===== src/rtl/pol_inv_pkg.sv =====
package pol_inv_pkg;
  // Strobes from the sequencer to the level register
  typedef struct packed {
    logic setBase;   // load base level (field start)
    logic baseLvl;   // base level to load
    logic toggle;    // invert the level
  } polStrobe_t;
endpackage


===== src/rtl/pol_inv_seq.sv =====
module pol_inv_seq
  import pol_inv_pkg::*;
#(
  parameter int LINE_W     = 10,
  parameter int FIRST_LINE = 22,
  parameter int LAST_LINE  = 261,
  parameter int EXTRA_LINE = 4,
  parameter int BP_DLY     = 10
) (
  input  logic              clk,
  input  logic              rstN,
  input  logic              lineStb,
  input  logic [LINE_W-1:0] lineNum,
  input  logic              fieldStb,
  input  logic              colMode,
  input  logic              quarterRate,
  output polStrobe_t        strb
);
  localparam int DLY_W = $clog2(BP_DLY + 1);
  localparam logic [DLY_W-1:0]  DLY_LOAD = DLY_W'(BP_DLY - 1);
  localparam logic [LINE_W-1:0] FIRST_L  = LINE_W'(FIRST_LINE);
  localparam logic [LINE_W-1:0] LAST_L   = LINE_W'(LAST_LINE);
  localparam logic [LINE_W-1:0] EXTRA_L  = LINE_W'(EXTRA_LINE);

  logic             synced;
  logic [1:0]       fieldCnt;
  logic [1:0]       nextCnt;
  logic             pend;
  logic [DLY_W-1:0] dlyCnt;
  logic             inWin;
  logic             qual;

  assign inWin   = (lineNum >= FIRST_L) && (lineNum <= LAST_L);
  assign qual    = synced && ((!colMode && inWin) ||
                              ((lineNum == EXTRA_L) && !fieldCnt[0]));
  assign nextCnt = synced ? fieldCnt + 2'd1 : 2'd0;

  always_comb begin
    strb.setBase = fieldStb;
    strb.baseLvl = quarterRate ? nextCnt[1] : nextCnt[0];
    strb.toggle  = pend && (dlyCnt == '0) && !fieldStb;
  end

  always_ff @(posedge clk or negedge rstN) begin
    if (!rstN) begin
      synced   <= 1'b0;
      fieldCnt <= 2'd0;
      pend     <= 1'b0;
      dlyCnt   <= '0;
    end else if (fieldStb) begin
      synced   <= 1'b1;
      fieldCnt <= nextCnt;
      pend     <= 1'b0;
    end else if (lineStb) begin
      pend   <= qual;
      dlyCnt <= DLY_LOAD;
    end else if (pend) begin
      if (dlyCnt == '0) pend <= 1'b0;
      else              dlyCnt <= dlyCnt - DLY_W'(1);
    end
  end

  // no flip before the first field strobe
  a_r1_no_toggle_unsynced: assert property (@(posedge clk) disable iff (!rstN)
    !synced |-> !strb.toggle);
  // field count steps by one once synchronised
  a_r2_field_step: assert property (@(posedge clk) disable iff (!rstN)
    (synced && fieldStb) |=> fieldCnt == $past(fieldCnt) + 2'd1);
  // at most one flip per line strobe
  a_r4_single_flip: assert property (@(posedge clk) disable iff (!rstN)
    (strb.toggle && !lineStb) |=> !strb.toggle);
endmodule


===== src/rtl/pol_inv_level.sv =====
module pol_inv_level
  import pol_inv_pkg::*;
(
  input  logic       clk,
  input  logic       rstN,
  input  polStrobe_t strb,
  output logic       polOut
);
  always_ff @(posedge clk or negedge rstN) begin
    if (!rstN)             polOut <= 1'b0;
    else if (strb.setBase) polOut <= strb.baseLvl;
    else if (strb.toggle)  polOut <= ~polOut;
  end

  // level holds without a strobe
  a_r4_hold: assert property (@(posedge clk) disable iff (!rstN)
    (!strb.setBase && !strb.toggle) |=> $stable(polOut));
  // a flip strobe inverts the level
  a_r4_flip: assert property (@(posedge clk) disable iff (!rstN)
    (strb.toggle && !strb.setBase) |=> polOut != $past(polOut));
endmodule


===== src/rtl/pol_inv_ctrl.sv =====
module pol_inv_ctrl
  import pol_inv_pkg::*;
#(
  parameter int LINE_W     = 10,
  parameter int FIRST_LINE = 22,
  parameter int LAST_LINE  = 261,
  parameter int EXTRA_LINE = 4,
  parameter int BP_DLY     = 10
) (
  input  logic              clk,
  input  logic              rstN,
  input  logic              lineStb,
  input  logic [LINE_W-1:0] lineNum,
  input  logic              fieldStb,
  input  logic              colMode,
  input  logic              quarterRate,
  output logic              polOut
);
  polStrobe_t strb;

  pol_inv_seq #(
    .LINE_W(LINE_W), .FIRST_LINE(FIRST_LINE), .LAST_LINE(LAST_LINE),
    .EXTRA_LINE(EXTRA_LINE), .BP_DLY(BP_DLY)
  ) i_seq (
    .clk(clk), .rstN(rstN), .lineStb(lineStb), .lineNum(lineNum),
    .fieldStb(fieldStb), .colMode(colMode), .quarterRate(quarterRate),
    .strb(strb)
  );

  pol_inv_level i_level (
    .clk(clk), .rstN(rstN), .strb(strb), .polOut(polOut)
  );
endmodule


===== config.mk =====
export PLATFORM = sky130hd
export DESIGN_NAME = pol_inv_ctrl
export DESIGN_NICKNAME = d
export VERILOG_FILES = /design/src/rtl/pol_inv_pkg.sv /design/src/rtl/pol_inv_seq.sv /design/src/rtl/pol_inv_level.sv /design/src/rtl/pol_inv_ctrl.sv
export SDC_FILE = /design/constraint.sdc
export NUM_CORES = 1
export LEC_CHECK = 0
export ABC_AREA = 1
export CORE_MARGIN = 3
export CORE_UTILIZATION = 43
export DETAILED_ROUTE_END_ITERATION = 12
export PLACE_DENSITY = 0.72
export SYNTH_ARGS = -nofsm -noshare
export SYNTH_HDL_FRONTEND = slang
export SYNTH_HIERARCHICAL = 1
export SYNTH_SLANG_ARGS = --single-unit

===== constraint.sdc =====
create_clock -name clk -period 1.4 [get_ports clk]
set_input_delay 0.14 -clock clk [delete_from_list [all_inputs] [get_ports clk]]
set_output_delay 0.14 -clock clk [all_outputs]
set_load 0.005 [all_outputs]

# Word level (Yosys, flattened, before mapping)

Cells that the tools add are included.

Output and inout bits: 1
Bits in registers: 9

Add/subtract/negate cells: 2
Bitwise gates (word level): 2
Equality and inequality tests: 2
Reduce and logical (&&, ||, !) cells: 14
Mux-type cells: 11
$lt $le $gt $ge: 2

Operator list:

| kind                                                                                 | count |
|---|---|
| 4-bit 2-to-1 mux                                                                     | 3 |
| 10-bit by 3-bit equality test with 1-bit output, second input constant               | 1 |
| 10-bit by 5-bit greater-or-equal comparator with 1-bit output, second input constant | 1 |
| 10-bit by 9-bit less-or-equal comparator with 1-bit output, second input constant    | 1 |
| 1-bit 2-to-1 mux                                                                     | 7 |
| 1-bit logical AND                                                                    | 6 |
| 4-bit zero test                                                                      | 1 |
| 2-bit nonzero test                                                                   | 2 |
| 4-bit by 1-bit subtractor with 4-bit output, second input constant                   | 1 |
| 1-bit zero test                                                                      | 3 |
| 3-bit AND reduction                                                                  | 1 |
| 2-bit by 1-bit adder with 2-bit output, second input constant                        | 1 |
| 2-bit 2-to-1 mux                                                                     | 1 |
| 2-bit != test, second input constant                                                 | 1 |
| 1-bit inverter                                                                       | 2 |
| 1-bit logical OR                                                                     | 1 |

# Depth between registers and ports, before layout

Depth after elaboration: 7
Depth in mapped cells: 9
Mapped depth without buffers: 9

# Modules after synthesis

The synthesis kept the hierarchy.

Modules (own cells, without submodules):

| module        | sequential area each (µm²) | cells an instance | instances | area each (µm²) |
|---|---|---|---|---|
| pol_inv_seq   | 200.2                      | 75                | 1         | 545.5 |
| pol_inv_level | 25.0                       | 9                 | 1         | 57.6 |

# Worst setup path after synthesis

Ideal clock, no wire load.

Path kind: register -> register
Start point: reg i_seq.dlyCnt[0]
End point: reg i_level.polOut
Stages on the path, launching flop included: 8
Clock period less this slack: 1.132 ns
Data required time: 1.284 ns
Library setup time: 0.116 ns
Path slack: 0.268 ns
Arrival: 1.015 ns
Cell sequence: dfrtp_1 -> inv_1 -> ha_1 -> nand2_4 -> nor3_1 -> inv_1 -> nand3_1 -> nand2_1

RTL lines:

| item                   | RTL line            | RTL |
|---|---|---|
| start, declared        | pol_inv_seq.sv:29   | `logic [DLY_W-1:0] dlyCnt;` |
| start signal, assigned | pol_inv_seq.sv:59   | `else dlyCnt <= dlyCnt - DLY_W'(1);` |
| end signal, assigned   | pol_inv_level.sv:11 | `else if (strb.setBase) polOut <= strb.baseLvl;` |
| end signal, assigned   | pol_inv_level.sv:12 | `else if (strb.toggle) polOut <= ~polOut;` |
| end, declared          | pol_inv_level.sv:7  | `output logic polOut` |

# Worst setup path in the final report

Start point: reg i_level.polOut
End point: out polOut

RTL lines:

| item          | RTL line           | RTL |
|---|---|---|
| end, declared | pol_inv_ctrl.sv:17 | `output logic polOut` |

No word-level cell between the ends.

==> impl_results.md <==
- Status: finished, final reports clean
- Worst-margin pin slew: 409.0 ps
- Crit-path max cell delay: 510 ps
- Tcrit/Tclk final: between 90% and 100%
- Placed cell areas: 773.2 um^2
- Worst hold-check path type: in -> async
- Final Hold Vio Count: 0
- Die H: 43.45 um
- Final Wtd Congestion: 0.7482
- # DRC: 0
- Overall power: about 750 uW
- CTS buffer count: 3
- Post-layout minimum cycle time: ~1300 ps
- Vias: 578
- CP Buf/Inv Count: 1
- Leak: 0.3961 nW
- Clk buf depth: 2
- Seq/Total Area, Yosys: a little under two fifths
- Port bufs: 16
- CTS sink cnt: 9
- Number of synthesis warnings: 6
- Worst path required time: between 1000 and 1500 ps
- Number of max-cap violations: 0
- #FFs+latches synth: 9
- Dpl hpwl: 969.4 um
- Max-slew violation count: 0
- First-pass GRT wire length: 2.021 mm
- Startpoint types: flip-flop
- Worst setup EP type: output pin
- # nets final: around 120
- Cell count after synthesis: 84
- Initial antenna violation count: 0
- Crit path max fanout: 3
- Initial core utilization: 50.21%
- Post-Route WL: about 1.2 mm
- Htree depth: 1
- Pwr dens: ~930 nW/um^2
- RSZ-0062 raised after global routing: no
- Syn Nets: between 100 and 150
- Core area: roughly 1200 um^2
- GRT Util Overall: 14.62%
- VDD IR max: 0.7355 mV
- N_diodes: 0
- Crit path max-delay cell type: clkdlybuf4s50_1
- CTS Root Cell: clkbuf_4
- Largest net degree at the start of global routing: 10
- Cts-stage hold buffer count: 0
- Worst Clk Skew: 2.445 ps
- CTS tree: yes
- GRT Residual Overflow: 0
- CP top delay family: buffers and inverters
- Post-cts resize count: 0
- Synthesized area per cell: 7.180 um^2
- Fin cells: 117
- Placement Rows: 12
- Ports: 17
- Cells after DPL: 113
- Share of layout cells above drive strength 1: 12.62%
- Routed Antenna Nets: 0
- Die area: 1888 um^2
- Setup bufs post-CTS: 0
- Mapped Area: 603.1 um^2
- Setup violators final: 0
- Worst EP arrival: 1150 ps
- Cells along the critical path: clkdlybuf4s50_1
- Max Clock Freq: 778.1 MHz
- Fin Setup TNS: 0 ps
- Die Span X: 43.45 um
- P&R area growth vs syn: 32.57%
- Worst skew pair latency: 270 ps
- Drt wl/cell: 9.983 um
- DRT Pass-1 Iters: 2
- 1st-iter DRT viols: 1
- Netlist cell types: 19
- Finished Cell Area: approximately 800 um^2
- Vias in the first global route: 518
- Finished Core Util: 66.56%
- Max-slew headroom: 72.65%
- Average via count per standard cell: 4.940
- Reg clk slew, reported paths: 60 ps
- WS Path Type: reg -> out
## Yosys cell counts
cell | n | area (um^2)
inv_1 | 13 | 48.80
nor2_2 | 3 | 18.77
nand2_4 | 4 | 45.04
o21ai_0 | 3 | 15.01
nor3_1 | 4 | 20.02
nand3_1 | 4 | 20.02
a21oi_1 | 3 | 15.01
o21ai_1 | 1 | 5.000
ha_1 | 2 | 25.02
buf_4 | 1 | 7.510
nand2_2 | 1 | 6.260
nand2_1 | 23 | 86.33
nand3b_1 | 1 | 7.510
nor2_1 | 8 | 30.03
inv_2 | 1 | 3.750
dfrtp_1 | 9 | 225.2
nand4_1 | 1 | 6.260
o22ai_1 | 1 | 6.260
nor2_4 | 1 | 11.26
## path summary, 6_finish.rpt
kind | cells past startpoint | from | slack, ps | end
hold / removal | 1 | rstN | 170 | i_seq/fieldCnt[0]
setup reg to reg | 7 | i_seq/dlyCnt[0] | 170 | i_level/polOut
max in group asynchronous | 1 | rstN | 940 | i_level/polOut
setup / recovery | 1 | i_level/polOut | 110 | polOut
hold reg to reg | 2 | i_seq/synced | 490 | i_seq/synced
min in group clk | 2 | i_seq/synced | 490 | i_seq/synced
## area by class of cell
cell class                 instances  area (um^2)
sequential                         9        225.2
fill                             109        401.6
timing repair buffer              16        160.2
multi-input combinational         60        317.8
clock buffer                       4        26.28
tap                               14        17.52
inverter                          14        52.55
## routing by layer
layer  vias to the layer above  wire length [um]  global-route usage [%]
li1                        299                 -                       -
met1                       258               514                   15.67
met2                        17               554                   24.48
met3                         4                68                   6.224
met4                         0                30                   7.229
met5                         -                 0                       0
## flip-flops by register name, summed over array words and instances, names as in the netlist
| signal | flops |
|---|---|
| i_seq/synced | 1 |
| i_seq/dlyCnt | 4 |
| i_seq/pend | 1 |
| i_level/polOut | 1 |
| i_seq/fieldCnt | 2 |
## metrics by stage
step | setup slack, ps | hold slack [ps]
floorplan | 268.1 | -155.6
global placement | 40.01 | 468.2
detailed placement | 24.86 | 462.0
CTS | 99.97 | 169.8
global route | 69.32 | 180.8
finish | 114.9 | 169.2
## cell families after synthesis
logic type / synth area share [%]
flip-flops: 37.35
AND/OR/NAND/NOR: 41.70
buffers and inverters: 9.959
AO/OA/AOI/OAI: 6.845
adder cells (fa/ha/maj): 4.149
## placed cells by master (no fill, tap or decap)
cell type / Yosys / final
a21oi_1: 3 / 3
clkbuf_1: 0 / 1
clkbuf_4: 0 / 3
clkdlybuf4s50_1: 0 / 16
dfrtp_1: 9 / 9
ha_1: 2 / 2
inv_1: 13 / 13
inv_2: 1 / 1
nand2_1: 23 / 23
nand2_2: 1 / 1
nand2_4: 4 / 4
nand3_1: 4 / 4
nand3b_1: 1 / 1
nand4_1: 1 / 1
nor2_1: 8 / 8
nor2_2: 3 / 3
nor2_4: 1 / 1
nor3_1: 4 / 4
o21ai_0: 3 / 3
o21ai_1: 1 / 1
o22ai_1: 1 / 1
## power breakdown
group          internal (mW)  switching [mW]
combinational          0.109           0.109
sequential             0.296          0.0277
clock                  0.110          0.0940
total                  0.515           0.231
Power figures use the tool's default switching activity.
